$ cat config.mk
export PLATFORM = sky130hd
export DESIGN_NAME = prom_burn_seq
export DESIGN_NICKNAME = d
export VERILOG_FILES = /design/src/rtl/prom_seq_pkg.sv /design/src/rtl/prom_rst_sync.sv /design/src/rtl/prom_dly_timer.sv /design/src/rtl/prom_lsb_pick.sv /design/src/rtl/prom_word_cmp.sv /design/src/rtl/prom_burn_seq.sv
export SDC_FILE = /design/constraint.sdc
export NUM_CORES = 1
export LEC_CHECK = 0
export BUFFER_PORTS_ARGS = -buffer_cell sky130_fd_sc_hd__buf_2
export CORE_MARGIN = 1
export CORE_UTILIZATION = 50
export DETAILED_ROUTE_END_ITERATION = 8
export GPL_TIMING_DRIVEN = 0
export PLACE_DENSITY = 0.76
export SYNTH_ARGS = -nofsm -noshare
export SYNTH_HDL_FRONTEND = slang
export SYNTH_SLANG_ARGS = --single-unit
$ cat constraint.sdc
create_clock -name clk -period 1.98 [get_ports clk]
set_input_delay 0.396 -clock clk [delete_from_list [all_inputs] [get_ports clk]]
set_output_delay 0.396 -clock clk [all_outputs]
set_load 0.005 [all_outputs]
$ cat src/rtl/prom_seq_pkg.sv
package prom_seq_pkg;

  typedef enum logic [3:0] {
    S_IDLE,
    S_ADDR,
    S_CE,
    S_READ,
    S_OE_OFF,
    S_PROG_LO,
    S_VPP_UP,
    S_PULSE,
    S_RELEASE,
    S_VPP_DN,
    S_PROG_HI,
    S_OE_ON,
    S_CHECK,
    S_DONE
  } seq_state_t;

endpackage

$ cat src/rtl/prom_rst_sync.sv
module prom_rst_sync (
  input  logic clk,
  input  logic rst_n,
  output logic rst_n_sync_o
);

  logic [1:0] sync_q;

  always_ff @(posedge clk or negedge rst_n) begin
    if (!rst_n) sync_q <= 2'b00;
    else        sync_q <= {sync_q[0], 1'b1};
  end

  assign rst_n_sync_o = sync_q[1];

endmodule

$ cat src/rtl/prom_dly_timer.sv
module prom_dly_timer #(
  parameter int unsigned CNT_W = 8
) (
  input  logic             clk,
  input  logic             rst_n,
  input  logic             load_i,
  input  logic [CNT_W-1:0] val_i,
  output logic             expired_o
);

  logic [CNT_W-1:0] cnt_q;
  logic [CNT_W-1:0] cnt_nx;

  always_comb begin
    cnt_nx = cnt_q;
    if (load_i)                cnt_nx = val_i;
    else if (cnt_q != '0)      cnt_nx = cnt_q - 1'b1;
  end

  always_ff @(posedge clk or negedge rst_n) begin
    if (!rst_n) cnt_q <= '0;
    else        cnt_q <= cnt_nx;
  end

  assign expired_o = (cnt_q == '0);

endmodule

$ cat src/rtl/prom_lsb_pick.sv
module prom_lsb_pick #(
  parameter int unsigned W = 8
) (
  input  logic [W-1:0] req_i,
  output logic [W-1:0] one_o
);

  always_comb begin
    logic seen;
    seen  = 1'b0;
    one_o = '0;
    for (int i = 0; i < int'(W); i++) begin
      if (req_i[i] && !seen) begin
        one_o[i] = 1'b1;
        seen     = 1'b1;
      end
    end
  end

endmodule

$ cat src/rtl/prom_word_cmp.sv
module prom_word_cmp #(
  parameter int unsigned W = 8
) (
  input  logic [W-1:0] target_i,
  input  logic [W-1:0] read_i,
  output logic [W-1:0] miss_o,
  output logic         extra_o
);

  logic [W-1:0] extra_bits;

  for (genvar g = 0; g < int'(W); g++) begin : g_bit
    assign miss_o[g]     = target_i[g] & ~read_i[g];
    assign extra_bits[g] = read_i[g] & ~target_i[g];
  end

  assign extra_o = |extra_bits;

endmodule

$ cat src/rtl/prom_burn_seq.sv
module prom_burn_seq
  import prom_seq_pkg::*;
#(
  parameter int unsigned ADDR_W   = 11,
  parameter int unsigned DATA_W   = 8,
  parameter int unsigned TD_CYC   = 200,
  parameter int unsigned TR_CYC   = 2000,
  parameter int unsigned TF_CYC   = 2000,
  parameter int unsigned TPW_CYC  = 20000,
  parameter int unsigned MAX_PASS = 8
) (
  input  logic              clk,
  input  logic              rst_n,
  input  logic              start_i,
  input  logic [ADDR_W-1:0] addr_i,
  input  logic [DATA_W-1:0] data_i,
  input  logic [DATA_W-1:0] dev_q_i,
  output logic [ADDR_W-1:0] mem_addr_o,
  output logic              ce_n_o,
  output logic              oe_n_o,
  output logic              prog_n_o,
  output logic              vpp_req_o,
  output logic [DATA_W-1:0] pull_lo_o,
  output logic              busy_o,
  output logic              done_o,
  output logic              reject_o
);

  localparam int unsigned UP_CYC  = TR_CYC + TD_CYC;
  localparam int unsigned MAX_A   = (UP_CYC > TPW_CYC) ? UP_CYC : TPW_CYC;
  localparam int unsigned MAX_DLY = (MAX_A > TF_CYC) ? MAX_A : TF_CYC;
  localparam int unsigned CNT_W   = $clog2(MAX_DLY + 1);
  localparam int unsigned PASS_W  = $clog2(MAX_PASS) + 1;

  logic rst_n_s;

  seq_state_t        state_q, state_nx;
  logic [ADDR_W-1:0] addr_q;
  logic [DATA_W-1:0] data_q;
  logic [DATA_W-1:0] pass_mask_q, pass_mask_nx;
  logic [PASS_W-1:0] pass_cnt_q, pass_cnt_nx;
  logic              rej_q, rej_nx;
  logic              cap_en;
  logic              pass_en;

  logic              tmr_ld;
  logic [CNT_W-1:0]  tmr_val;
  logic              tmr_exp;

  logic [DATA_W-1:0] cur_bit;
  logic [DATA_W-1:0] miss_bits;
  logic              extra_bit;
  logic [DATA_W-1:0] rest_mask;

  prom_rst_sync u_rst (
    .clk          (clk),
    .rst_n        (rst_n),
    .rst_n_sync_o (rst_n_s)
  );

  prom_dly_timer #(.CNT_W(CNT_W)) u_tmr (
    .clk       (clk),
    .rst_n     (rst_n_s),
    .load_i    (tmr_ld),
    .val_i     (tmr_val),
    .expired_o (tmr_exp)
  );

  prom_lsb_pick #(.W(DATA_W)) u_pick (
    .req_i (pass_mask_q),
    .one_o (cur_bit)
  );

  prom_word_cmp #(.W(DATA_W)) u_cmp (
    .target_i (data_q),
    .read_i   (dev_q_i),
    .miss_o   (miss_bits),
    .extra_o  (extra_bit)
  );

  function automatic logic [CNT_W-1:0] dly_of(seq_state_t s);
    case (s)
      S_ADDR, S_CE, S_OE_OFF, S_PROG_LO,
      S_RELEASE, S_PROG_HI, S_OE_ON: return CNT_W'(TD_CYC - 1);
      S_VPP_UP:                      return CNT_W'(UP_CYC - 1);
      S_PULSE:                       return CNT_W'(TPW_CYC - 1);
      S_VPP_DN:                      return CNT_W'(TF_CYC - 1);
      default:                       return '0;
    endcase
  endfunction

  assign rest_mask = pass_mask_q & ~cur_bit;

  // next-state logic
  always_comb begin
    state_nx     = state_q;
    pass_mask_nx = pass_mask_q;
    pass_cnt_nx  = pass_cnt_q;
    rej_nx       = rej_q;
    cap_en       = 1'b0;
    pass_en      = 1'b0;

    case (state_q)
      S_IDLE: begin
        if (start_i) begin
          cap_en   = 1'b1;
          rej_nx   = 1'b0;
          state_nx = S_ADDR;
        end
      end
      S_ADDR:    if (tmr_exp) state_nx = S_CE;
      S_CE:      if (tmr_exp) state_nx = S_READ;
      S_READ: begin
        pass_en = 1'b1;
        if (extra_bit) begin
          rej_nx   = 1'b1;
          state_nx = S_DONE;
        end else if (miss_bits == '0) begin
          state_nx = S_DONE;
        end else begin
          pass_mask_nx = miss_bits;
          pass_cnt_nx  = '0;
          state_nx     = S_OE_OFF;
        end
      end
      S_OE_OFF:  if (tmr_exp) state_nx = S_PROG_LO;
      S_PROG_LO: if (tmr_exp) state_nx = S_VPP_UP;
      S_VPP_UP:  if (tmr_exp) state_nx = S_PULSE;
      S_PULSE:   if (tmr_exp) state_nx = S_RELEASE;
      S_RELEASE: if (tmr_exp) state_nx = S_VPP_DN;
      S_VPP_DN:  if (tmr_exp) state_nx = S_PROG_HI;
      S_PROG_HI: if (tmr_exp) state_nx = S_OE_ON;
      S_OE_ON:   if (tmr_exp) state_nx = S_CHECK;
      S_CHECK: begin
        pass_en = 1'b1;
        if (extra_bit) begin
          rej_nx   = 1'b1;
          state_nx = S_DONE;
        end else if (rest_mask != '0) begin
          pass_mask_nx = rest_mask;
          state_nx     = S_OE_OFF;
        end else if (miss_bits == '0) begin
          pass_mask_nx = '0;
          state_nx     = S_DONE;
        end else if (pass_cnt_q == PASS_W'(MAX_PASS - 1)) begin
          pass_mask_nx = '0;
          rej_nx       = 1'b1;
          state_nx     = S_DONE;
        end else begin
          pass_mask_nx = miss_bits;
          pass_cnt_nx  = pass_cnt_q + 1'b1;
          state_nx     = S_OE_OFF;
        end
      end
      S_DONE:    state_nx = S_IDLE;
      default:   state_nx = S_IDLE;
    endcase
  end

  assign tmr_ld  = (state_nx != state_q);
  assign tmr_val = dly_of(state_nx);

  // registers
  always_ff @(posedge clk or negedge rst_n_s) begin
    if (!rst_n_s) begin
      state_q <= S_IDLE;
      rej_q   <= 1'b0;
    end else begin
      state_q <= state_nx;
      rej_q   <= rej_nx;
    end
  end

  always_ff @(posedge clk or negedge rst_n_s) begin
    if (!rst_n_s) begin
      addr_q <= '0;
      data_q <= '0;
    end else if (cap_en) begin
      addr_q <= addr_i;
      data_q <= data_i;
    end
  end

  always_ff @(posedge clk or negedge rst_n_s) begin
    if (!rst_n_s) begin
      pass_mask_q <= '0;
      pass_cnt_q  <= '0;
    end else if (pass_en) begin
      pass_mask_q <= pass_mask_nx;
      pass_cnt_q  <= pass_cnt_nx;
    end
  end

  // pin decode
  always_comb begin
    ce_n_o    = 1'b1;
    oe_n_o    = 1'b0;
    prog_n_o  = 1'b1;
    vpp_req_o = 1'b0;
    pull_lo_o = '0;
    case (state_q)
      S_CE, S_READ, S_OE_ON, S_CHECK: ce_n_o = 1'b0;
      S_OE_OFF: begin
        ce_n_o = 1'b0;
        oe_n_o = 1'b1;
      end
      S_PROG_LO: begin
        ce_n_o   = 1'b0;
        oe_n_o   = 1'b1;
        prog_n_o = 1'b0;
      end
      S_VPP_UP, S_RELEASE, S_VPP_DN: begin
        ce_n_o    = 1'b0;
        oe_n_o    = 1'b1;
        prog_n_o  = 1'b0;
        vpp_req_o = (state_q != S_VPP_DN);
      end
      S_PULSE: begin
        ce_n_o    = 1'b0;
        oe_n_o    = 1'b1;
        prog_n_o  = 1'b0;
        vpp_req_o = 1'b1;
        pull_lo_o = cur_bit;
      end
      S_PROG_HI: begin
        ce_n_o = 1'b0;
        oe_n_o = 1'b1;
      end
      default: ;
    endcase
  end

  assign mem_addr_o = addr_q;
  assign busy_o     = (state_q != S_IDLE);
  assign done_o     = (state_q == S_DONE);
  assign reject_o   = (state_q == S_DONE) && rej_q;

endmodule

Yosys cells after proc, flatten, opt, wreduce, memory -nomap -nowiden

Memories as Yosys holds them, arrays and structs flattened.
Cells that the tools add are included.

Bitwise logic cells: 34
Eq/ne operators: 27
Muxes and demuxes: 63
Reductions and logical operators: 33
Add/sub/neg operators: 2

Operators by type and width:

| operator                                                             | number |
|---|---|
| 4-bit two-way mux                                                    | 23 |
| 8-bit two-way mux                                                    | 7 |
| 4-bit case mux with 13 select lines                                  | 1 |
| 15-bit two-way mux                                                   | 2 |
| 1-bit two-way mux                                                    | 26 |
| 4-bit == test, second input constant                                 | 6 |
| 4-bit by 3-bit == test with 1-bit output, second input constant      | 5 |
| 1-bit AND                                                            | 16 |
| 2-bit != test, second input constant                                 | 8 |
| 1-bit inverter                                                       | 16 |
| 8-bit case mux with 2 select lines                                   | 1 |
| 15-bit logical NOT                                                   | 1 |
| 15-bit nonzero test                                                  | 1 |
| 15-bit by 1-bit subtractor with 15-bit output, second input constant | 1 |
| 11-bit OR reduction                                                  | 1 |
| 3-bit != test, second input constant                                 | 3 |
| 8-bit AND                                                            | 1 |
| 4-bit by 2-bit == test with 1-bit output, second input constant      | 2 |
| 1-bit logical AND                                                    | 8 |
| 8-bit logical NOT                                                    | 1 |
| 8-bit inverter                                                       | 1 |
| 4-bit case mux with 2 select lines                                   | 1 |
| 8-bit AND reduction                                                  | 1 |
| 8-bit nonzero test                                                   | 1 |
| 18 further kinds                                                     | 25 |

Memories kept: 1
Register bits after elaboration: 53
Output and inout bits: 26
ROM bits: 192

Memory list:

| memory          | depth | bits a word | read ports | clocked after Yosys merged registers in | wr ports | RTL line            | RTL |
|---|---|---|---|---|---|---|---|
| (no name shown) | 16    | 12          | 1          | 0                                       | 0        | prom_burn_seq.sv:82 | `case (s)` |

Logic depth before layout (Yosys ltp)

Gate-level depths: netlist of the first run.

Word-level depth: 30
Gate-level depth with buffers: 15

Cells and area by module

Synthesis of the first run repeated with hierarchy kept, for this count alone.

Cell total of the unflattened synthesis: 337
Area, all modules: 3,359.5 µm²

By module, submodules not included:

| module         | cells each | area an instance (µm²) | times used | sequential area each (µm²) |
|---|---|---|---|---|
| prom_burn_seq  | 212        | 2,230.9                | 1          | 900.9 |
| prom_dly_timer | 90         | 877.1                  | 1          | 375.4 |
| prom_word_cmp  | 21         | 113.9                  | 1          | 0.0 |
| prom_lsb_pick  | 11         | 83.8                   | 1          | 0.0 |
| prom_rst_sync  | 3          | 53.8                   | 1          | 50.0 |

Least setup slack after synthesis of the first run

OpenSTA, ideal clock, no wires.

Path kind: reg2reg
From: register u_tmr.cnt_q[0]
To: register u_tmr.cnt_q[6]
Buffers on the path: 1
Cell stages (with the launch flop): 16
Data required time: 1.901 ns
Setup time: 0.079 ns
Arrival: 2.796 ns
Period minus slack after synthesis: 2.875 ns
Path slack: -0.895 ns
Cells stage by stage: dfrtp_1 > inv_1 > ha_1 > nor3b_1 > nand3_1 > nor2_1 > clkbuf_1 > o21ai_0 > a21oi_1 > nand3_1 > nand3_1 > ha_1 > inv_1 > o21bai_1 > a22o_1 > mux2i_1

Cells in the longest elaborated chain, start to end: 5

Ends and longest elaborated chain:

| element                                                  | RTL line             | RTL |
|---|---|---|
| from (decl)                                              | prom_dly_timer.sv:11 | `logic [CNT_W-1:0] cnt_q;` |
| from (signal assigned)                                   | prom_dly_timer.sv:22 | `else cnt_q <= cnt_nx;` |
| 15-bit logical NOT (*)                                   | prom_dly_timer.sv:25 | `assign expired_o = (cnt_q == '0);` |
| 4-bit two-way mux (tied with other cells)                | prom_burn_seq.sv:133 | `S_OE_ON: if (tmr_exp) state_nx = S_CHECK;` |
| 4-bit case mux with 13 select lines (*)                  | prom_burn_seq.sv:103 | `case (state_q)` |
| net state_nx[0]                                          | prom_burn_seq.sv:37  | `seq_state_t state_q, state_nx;` |
| memory 16 x 12 bit or 4-bit != test (tied branches)      | n/a                  |  |
| 15-bit two-way mux or 2-bit nonzero test (tied branches) | n/a                  |  |

The timed path passes the listed nets; every way through them passes the cells marked *. The select of a mux whose other input is x is not followed.
A chain may end at the register's enable or synchronous reset.

Worst setup path after layout of the first run

From: register u_tmr.cnt_q[1]
To: register u_tmr.cnt_q[6]

The elaborated chain is that of the path after synthesis.

==> results.json, run 1 <==
{
  "first_global_vias": 2589,
  "path_clk_slew_ns": 0.10,
  "p_leak_nw": 1.98,
  "setup_violations": 37,
  "io_buffers": 55,
  "regToRegStartpoint": "u_tmr.cnt_q[1]",
  "skew_ns": 0.00617,
  "final_cell_mix": "buf_2 (57), dfrtp_1 (47), buf_4 (28)",
  "crit_type": "reg2reg",
  "max_stage_delay_ns": 0.41,
  "critPathRequiredTime_ns": 2.21,
  "drc_errors": 0,
  "cts_max_path_buffers": 2,
  "numCtsBuffers": 5,
  "syn_inst": 321,
  "synthToLayoutAreaGrowth_pct": 45.7,
  "vdd_ir_drop_max_mv": 0.663,
  "max_cap_violations": 0,
  "synth-main-ff-cell": "dfrtp_1",
  "fp.coreArea_um2": 5640,
  "slowest_stage": "dfrtp_1",
  "cts_tree": "done",
  "worstSkewPairLatency_ns": 0.31,
  "dr.pass1.iters": 6,
  "hold_viol": 0,
  "synth_edf_count": 0,
  "synth_area_leaders": "dfrtp_1 (44%), mux2_2 (7.5%), nor2_1 (3.5%)",
  "worst_pin_slew_ns": 0.634,
  "clock.fmax_mhz": 383,
  "io_pins": 56,
  "final_nets": 453,
  "design.die.area_um2": 6310,
  "ys_async_sr_fraction": 1.00,
  "num_antenna_cells": 0,
  "cts_root_buf": "clkbuf_8",
  "yosys_warnings": 0,
  "ys_seq_area_frac": 0.442,
  "crit_path_start_kind": "flip-flop",
  "layout_commonest_cell": "buf_2",
  "grt_pass1_wl_um": 12800,
  "wl_per_cell_um": 19.4,
  "die_x_um": 79.4,
  "die_h_um": 79.4,
  "min_path_type": "reg2async",
  "r2r_slack_ns": -0.63,
  "ant_nets": 0,
  "cp_max_fo": 4,
  "drive_gt1_frac": 0.502,
  "path_cells": "inv_2 -> ha_4 -> nor3b_4 -> nand3_4 -> nor2_4 -> buf_8 -> o21ai_2 -> a21oi_4 -> nand3_4 -> nand3_4 -> ha_4 -> inv_4 -> o21bai_4 -> a22o_1 -> mux2i_1",
  "fin_crit_sh": 1.32,
  "viasPerCell": 6.23,
  "grt_usage": 0.265,
  "period_needed_ns": 2.61,
  "synth_top_cell_area_share": 0.442,
  "hpwl_um": 4910,
  "avgSynthCellArea_um2": 9.34,
  "syn_area_um2": 3000,
  "fill_cells": 323,
  "arrival_ns": 2.84,
  "rr_worst_depth": 15,
  "wirelength_um": 9530,
  "fin_setup_tns_ns": -12.33,
  "crit_top_cell": "nand3_4",
  "vias": 3064,
  "synth_cell_type_count": 53,
  "synth_top_cell_by_area": "dfrtp_1",
  "rsz0062_at_grt": "true",
  "cts.sinks": 53,
  "slew_viol_final": 0,
  "total_power_mw": 5.50,
  "grt_max_degree": 40,
  "fin_ws_ns": -0.628,
  "fp-row-count": 27,
  "ys_ff_latch": 53,
  "pre_cts_slack_ns": -0.803,
  "startpoint": "u_tmr.cnt_q[1]",
  "r2r_end": "u_tmr.cnt_q[6]",
  "grt_remaining_overflow": 0,
  "h-tree-depth": 2,
  "p_per_area_nw_per_um2": 1260,
  "status": "finished, violations left",
  "drt-initial-drc-count": 266,
  "endpoint": "u_tmr.cnt_q[6]",
  "end_kind": "flip-flop",
  "placed_cell_area_um2": 3500,
  "synthesis.nets": 355,
  "failed_checks": "negative setup slack",
  "routabilityCongestion": 0.840,
  "start_util": 0.531,
  "slew_headroom": 0.576,
  "fin_area_um2": 4370,
  "antenna_found_initial": 0
}
## sequential cells by signal (all words and copies together) (netlist names)
register,cells
data_q,8
mem_addr_o,11
pass_cnt_q,4
pass_mask_q,8
rej_q,1
state_q,4
u_rst.sync_q,2
u_tmr.cnt_q,15
## where the power goes
group,internal [mW],switching [mW]
registers,1.46,0.371
clock network,0.502,0.368
logic,1.35,1.46
## area by class of cell
type | instances | area (um^2) | share of cell area
clock inverters | 3 | 65.1 | 0.0149
inverters | 20 | 77.6 | 0.0178
multi-input cells | 233 | 2000 | 0.459
repair buffers | 95 | 633 | 0.145
clock buffers | 5 | 68.8 | 0.0158
well taps | 72 | 90.1 | 0.0206
flip-flops and latches | 53 | 1330 | 0.305
plain buffers | 11 | 95.1 | 0.0218
## cells in the mapped netlist, types with 8 or more instances
master	n
nand3_1	10
nor2_1	28
inv_1	20
dfrtp_1	53
o21ai_1	16
nand2b_1	10
mux2_2	20
nand2_1	19
nor3_1	11
clkbuf_1	12
a21oi_1	9
xnor2_1	10
o21ai_0	17
o22ai_1	8
## stage by stage
step	util	instances	hold slack [ns]
after global placement	0.617	448	0.181
after global routing	0.774	492	0.192
after detailed placement	0.621	449	0.159
final	0.774	492	0.158
after floorplan	-	321	0.100
after CTS	0.712	474	0.171
## repair_timing
item | in CTS | in global routing
resized for setup | 54 | 60
hold buffers | 1 | 0
cloned | 1 | 1
endpoints found under the setup margin | 44 | 43
endpoints found under the hold margin | 2 | 0
pin swaps | 18 | 24
buffers inserted | 18 | 19
## metal layers
metal | track usage | share of wire
met1 | 0.374 | 0.41
met3 | 0.0480 | 0.081
met5 | 0 | 0
met4 | 0.0927 | 0.035
met2 | 0.409 | 0.47
## critical path, delay by kind of cell (launching register included)
| family | cells | cell delay, ns |
|---|---|---|
| AO/OA/AOI/OAI | 4 | 0.57 |
| adder cells (fa/ha/maj) | 2 | 0.34 |
| buffers and inverters | 3 | 0.26 |
| flip-flops | 1 | 0.41 |
| multiplexers | 1 | 0.16 |
| AND/OR/NAND/NOR | 5 | 0.80 |
## worst min path at each step
stage	from	endpoint	slack, ns	cells after the start
final	u_rst.sync_q[1]	mem_addr_o[1]	0.16	0
after global routing	u_rst.sync_q[1]	mem_addr_o[8]	0.19	0
after CTS	u_rst.sync_q[1]	mem_addr_o[8]	0.17	0
after detailed placement	u_rst.sync_q[1]	mem_addr_o[8]	0.16	0
after global placement	rst_n	u_rst.sync_q[0]	0.18	1
after floorplan	rst_n	u_rst.sync_q[0]	0.10	0
## cell families after synthesis
logic type / share of synthesized area
buf+inv: 0.0488
flops: 0.442
other cells: 0.00125
compound gates: 0.170
fa+ha+maj: 0.0200
simple gates: 0.198
xor+xnor: 0.0409
mux: 0.0785
Power figures use the tool's default switching activity.
==> inputs of run 2 (changes only) <==
CORE_ASPECT_RATIO = 1.4   (was default)
==> results.json, run 2 (synthesis gave the netlist of run 1 again) <==
{
  "r2r_end": "pass_cnt_q[3]",
  "hold_viol": 0,
  "r2r_slack_ns": -0.58,
  "total_power_mw": 5.45,
  "wl_per_cell_um": 18.0,
  "first_global_vias": 2936,
  "fp-row-count": 33,
  "die_x_um": 67.4,
  "skew_ns": 0.0163,
  "status": "finished, violations left",
  "cp_max_fo": 7,
  "cts_root_buf": "clkbuf_8",
  "slew_viol_final": 0,
  "vias": 2985,
  "drt-initial-drc-count": 161,
  "max_stage_delay_ns": 0.53,
  "h-tree-depth": 2,
  "cts.sinks": 53,
  "viasPerCell": 5.89,
  "intPower_mw": 3.27,
  "antenna_found_initial": 0,
  "grt_pass1_wl_um": 13500,
  "fin_crit_sh": 1.29,
  "fin_ws_ns": -0.582,
  "arrival_ns": 2.81,
  "swShare": 0.400,
  "end_kind": "flip-flop",
  "final_cell_mix": "buf_2 (56), dfrtp_1 (46), buf_4 (45)",
  "drive_gt1_frac": 0.526,
  "slowest_stage": "dfrtp_1",
  "max_flop_register": "u_tmr.cnt_q",
  "path_cells": "maj3_1 -> o31ai_2 -> o21ai_2 -> or2_1 -> or3_1 -> or4_1 -> o21ai_1",
  "cts_max_path_buffers": 2,
  "regToRegStartpoint": "pass_mask_q[4]",
  "min_path_type": "reg2async",
  "crit_type": "reg2reg",
  "power_frac_seq": 0.330,
  "synthToLayoutAreaGrowth_pct": 51.7,
  "largest_reg_flops": 15,
  "die_h_um": 93.6,
  "fill_cells": 343,
  "grt_remaining_overflow": 0,
  "crit_path_start_kind": "flip-flop",
  "io_buffers": 55,
  "path_clk_slew_ns": 0.12,
  "start_util": 0.515,
  "critPathRequiredTime_ns": 2.22,
  "cts_tree": "done",
  "period_needed_ns": 2.56,
  "clock.fmax_mhz": 390,
  "power.switching_mw": 2.18,
  "pre_cts_slack_ns": -0.902,
  "io_pins": 56,
  "worstSkewPairLatency_ns": 0.32,
  "num_antenna_cells": 0,
  "failed_checks": "negative setup slack",
  "setup_violations": 34,
  "hpwl_um": 5240,
  "grt_max_degree": 35,
  "ant_nets": 0,
  "p_clk_frac": 0.146,
  "rr_worst_depth": 7,
  "worst_pin_slew_ns": 0.697,
  "p_leak_nw": 2.06,
  "max_cap_violations": 0,
  "grt_usage": 0.286,
  "drc_errors": 0,
  "p_per_area_nw_per_um2": 1200,
  "rsz0062_at_grt": "true",
  "final_nets": 470,
  "numCtsBuffers": 5,
  "fp.coreArea_um2": 5820,
  "dr.pass1.iters": 5,
  "wirelength_um": 9150,
  "layout_commonest_cell": "buf_2",
  "vdd_ir_drop_max_mv": 0.723,
  "slew_headroom": 0.529,
  "routabilityCongestion": 0.920,
  "design.die.area_um2": 6310,
  "pwr-share-comb": 0.525
}
## run 2: cell types whose count changed in the layout (fill, tap and decap cells not counted), moves of 2 or more
cell	before	now
buf_4	28	45
buf_6	9	12
clkbuf_4	2	0
nor2_1	20	23
nor2_2	6	2
o21ai_0	9	11
o21ai_2	12	9
o21ai_4	3	5
## run 2: per-stage QoR
| stage | util | instances | setup TNS [ns] | hold slack (ns) | instance area [um^2] |
|---|---|---|---|---|---|
| 2_1_floorplan | - | 321 | -4.99 | 0.100 | 3120 |
| 3_3_place_gp | 0.597 | 446 | -21.24 | 0.182 | 3480 |
| 3_5_place_dp | 0.601 | 447 | -13.87 | 0.182 | 3500 |
| 4_1_cts | 0.721 | 493 | -12.25 | 0.226 | 4200 |
| 5_1_grt | 0.781 | 507 | -15.32 | 0.240 | 4550 |
| 6_report | 0.781 | 507 | -11.45 | 0.188 | 4550 |
## run 2: worst max-delay path by stage
| stage | start | endpoint | slack [ns] | cells after the start |
|---|---|---|---|---|
| 2_1_floorplan | pass_mask_q[0] | pass_cnt_q[3] | -0.53 | 9 |
| 3_3_place_gp | u_tmr.cnt_q[1] | u_tmr.cnt_q[1] | -0.81 | 15 |
| 3_5_place_dp | u_tmr.cnt_q[4] | u_tmr.cnt_q[2] | -0.90 | 13 |
| 4_1_cts | pass_mask_q[1] | pass_cnt_q[3] | -0.63 | 7 |
| 5_1_grt | u_tmr.cnt_q[0] | u_tmr.cnt_q[6] | -0.76 | 16 |
| 6_report | pass_mask_q[4] | pass_cnt_q[3] | -0.58 | 7 |
## run 2: routing by layer
layer / part of all wire / global-route usage / vias up
li1: - / - / 1373
met1: 0.37 / 0.312 / 1439
met2: 0.53 / 0.505 / 125
met3: 0.041 / 0.0451 / 48
met4: 0.058 / 0.163 / 0
met5: 0 / 0 / -
## run 2: area by class of cell
cell class,count,area (um^2),area share
Buffer,11,98.8,0.0217
Clock buffer,5,68.8,0.0151
Clock inverter,3,50.0,0.0110
Inverter,20,77.6,0.0171
Multi-Input combinational cell,233,2040,0.450
Sequential cell,53,1340,0.294
Tap cell,70,87.6,0.0193
Timing Repair Buffer,112,785,0.173
## run 2: power groups by stage
| stage | clock [mW] | sequential (mW) | combinational (mW) |
|---|---|---|---|
| floorplan | 0 | 1.73 | 1.35 |
| global placement | 0 | 1.76 | 1.77 |
| detailed placement | 0 | 1.77 | 1.85 |
| CTS | 0.793 | 1.77 | 2.45 |
| global route | 0.838 | 1.84 | 3.06 |
| finish | 0.794 | 1.79 | 2.86 |
## run 2: repair_timing
action | 4_1_cts | 5_1_grt
setup buffers | 40 | 16
cloned | 0 | 1
setup endpoints to repair | 44 | 43
hold endpoints to repair | 2 | 0
pin swaps | 27 | 21
hold buffers | 1 | 0
resized for setup | 61 | 55
## run 2: worst max-delay path: cells and delay by family (launching register included)
family / cells / cell delay [ns]
compound gates: 3 / 0.49
flops: 1 / 0.53
simple gates: 3 / 1.05
fa+ha+maj: 1 / 0.42
==> inputs of run 3 (changes only) <==
CTS_BUF_LIST = sky130_fd_sc_hd__clkbuf_16   (was default)
==> results.json, run 3 (synthesis gave the netlist of run 1 again) <==
{
  "grt_use_met3": 0.0549,
  "die_x_um": 67.4,
  "final_cell_mix": "buf_2 (55), dfrtp_1 (47), buf_4 (40)",
  "routabilityCongestion": 0.920,
  "wl_per_cell_um": 19.3,
  "design.die.area_um2": 6310,
  "grt_pass1_wl_um": 13200,
  "ant_nets": 0,
  "min_path_type": "reg2async",
  "met1_usage": 0.291,
  "p_per_area_nw_per_um2": 1270,
  "grt_max_degree": 35,
  "pwr-share-comb": 0.500,
  "antenna_found_initial": 0,
  "die_h_um": 93.6,
  "power.switching_mw": 2.27,
  "max_flop_register": "u_tmr.cnt_q",
  "dr.pass1.iters": 4,
  "fp.coreArea_um2": 5820,
  "slew_viol_final": 0,
  "setup_violations": 35,
  "power_frac_seq": 0.318,
  "intPower_mw": 3.46,
  "drc_errors": 0,
  "grt_usage": 0.279,
  "final_nets": 465,
  "max_stage_delay_ns": 0.60,
  "io_buffers": 55,
  "period_needed_ns": 2.70,
  "synthToLayoutAreaGrowth_pct": 50.9,
  "io_pins": 56,
  "skew_ns": 0.00763,
  "cts_tree": "done",
  "crit_path_start_kind": "flip-flop",
  "max_cap_violations": 0,
  "rsz0062_at_grt": "true",
  "crit_type": "reg2reg",
  "failed_checks": "negative setup slack",
  "grt.busiest_layer": "met2",
  "vdd_ir_drop_max_mv": 0.889,
  "critPathRequiredTime_ns": 2.21,
  "fp-row-count": 33,
  "grt_use_met2": 0.499,
  "cp_max_fo": 4,
  "p_leak_nw": 2.06,
  "swShare": 0.397,
  "worstSkewPairLatency_ns": 0.30,
  "numCtsBuffers": 5,
  "first_global_vias": 2916,
  "fin_crit_sh": 1.36,
  "clock.fmax_mhz": 371,
  "hold_viol": 0,
  "arrival_ns": 2.92,
  "h-tree-depth": 2,
  "cts_root_buf": "clkbuf_16",
  "wirelength_um": 9710,
  "path_clk_slew_ns": 0.08,
  "slew_headroom": 0.588,
  "start_util": 0.515,
  "path_cells": "or4_4 -> a2111oi_4 -> o21ai_2 -> or2_1 -> or3_4 -> or4_1 -> o21ai_1",
  "fin_setup_tns_ns": -14.28,
  "slowest_stage": "or4_4",
  "vias": 3085,
  "worst_pin_slew_ns": 0.615,
  "status": "finished, violations left",
  "hpwl_um": 5240,
  "num_antenna_cells": 0,
  "drt-initial-drc-count": 149,
  "end_kind": "flip-flop",
  "p_clk_frac": 0.183,
  "grt_remaining_overflow": 0,
  "pre_cts_slack_ns": -0.902,
  "cts.sinks": 53,
  "total_power_mw": 5.73,
  "fin_ws_ns": -0.718,
  "viasPerCell": 6.15,
  "layout_commonest_cell": "buf_2",
  "cts_max_path_buffers": 2,
  "largest_reg_flops": 15,
  "drive_gt1_frac": 0.509
}
run 3: cell types whose count changed in the layout (fill, tap and decap cells not counted), sizes merged:
cell / change
clkbuf: +3
buf: -8
run 3: what timing repair did:
action,4_1_cts,5_1_grt
gates resized for setup,54,56
hold endpoints to repair,2,0
setup endpoints to repair,44,41
pin swaps,27,25
buffers inserted,33,19
hold buffers,1,0
gates cloned,0,1
run 3: cell type report:
cell class | instances | area (um^2)
Multi-Input combinational cell | 233 | 2010
Sequential cell | 53 | 1330
Fill cell | 343 | 1300
Timing Repair Buffer | 107 | 742
Clock buffer | 5 | 125
Buffer | 11 | 96.3
Tap cell | 70 | 87.6
Inverter | 20 | 77.6
Clock inverter | 3 | 50.0
run 3: worst paths after layout:
path | start | end | slack [ns] | cells after the start
max | pass_mask_q[0] | pass_cnt_q[3] | -0.72 | 7
min | u_rst.sync_q[1] | state_q[2] | 0.20 | 0
max reg2reg | pass_mask_q[0] | pass_cnt_q[3] | -0.72 | 7
min reg2reg | u_rst.sync_q[1] | state_q[2] | 0.20 | 0
max in group asynchronous | u_rst.sync_q[1] | pass_mask_q[2] | 1.23 | 1
min in group clk | data_i[0] | data_q[0] | 0.32 | 2
run 3: metal layers:
layer | wire [um] | share of wire | up-vias
met5 | 0 | 0 | -
met4 | 653 | 0.067 | 0
met3 | 528 | 0.054 | 61
met2 | 5080 | 0.52 | 150
met1 | 3450 | 0.36 | 1508
li1 | - | - | 1366
run 3: per-stage QoR:
step                utilization  instance area (um^2)  cells  hold WS, ns
floorplan                     -                  3120    321        0.100
global placement          0.597                  3480    446        0.182
detailed placement        0.601                  3500    447        0.182
CTS                       0.712                  4150    486        0.225
global route              0.777                  4520    502        0.245
finish                    0.777                  4520    502        0.203
run 3: worst max-delay path, delay by kind of cell, from the launching register on:
| family | cells | cell delay, ns |
|---|---|---|
| flip-flops | 1 | 0.41 |
| AND/OR/NAND/NOR | 4 | 1.67 |
| AO/OA/AOI/OAI | 3 | 0.54 |
run 3: power by group through the flow:
stage / Clock (mW) / Combinational, mW / Sequential [mW]
after global placement: 0 / 1.77 / 1.76
after CTS: 1.04 / 2.38 / 1.79
after global routing: 1.09 / 3.05 / 1.86
after detailed placement: 0 / 1.85 / 1.77
after floorplan: 0 / 1.35 / 1.73
final: 1.05 / 2.86 / 1.82
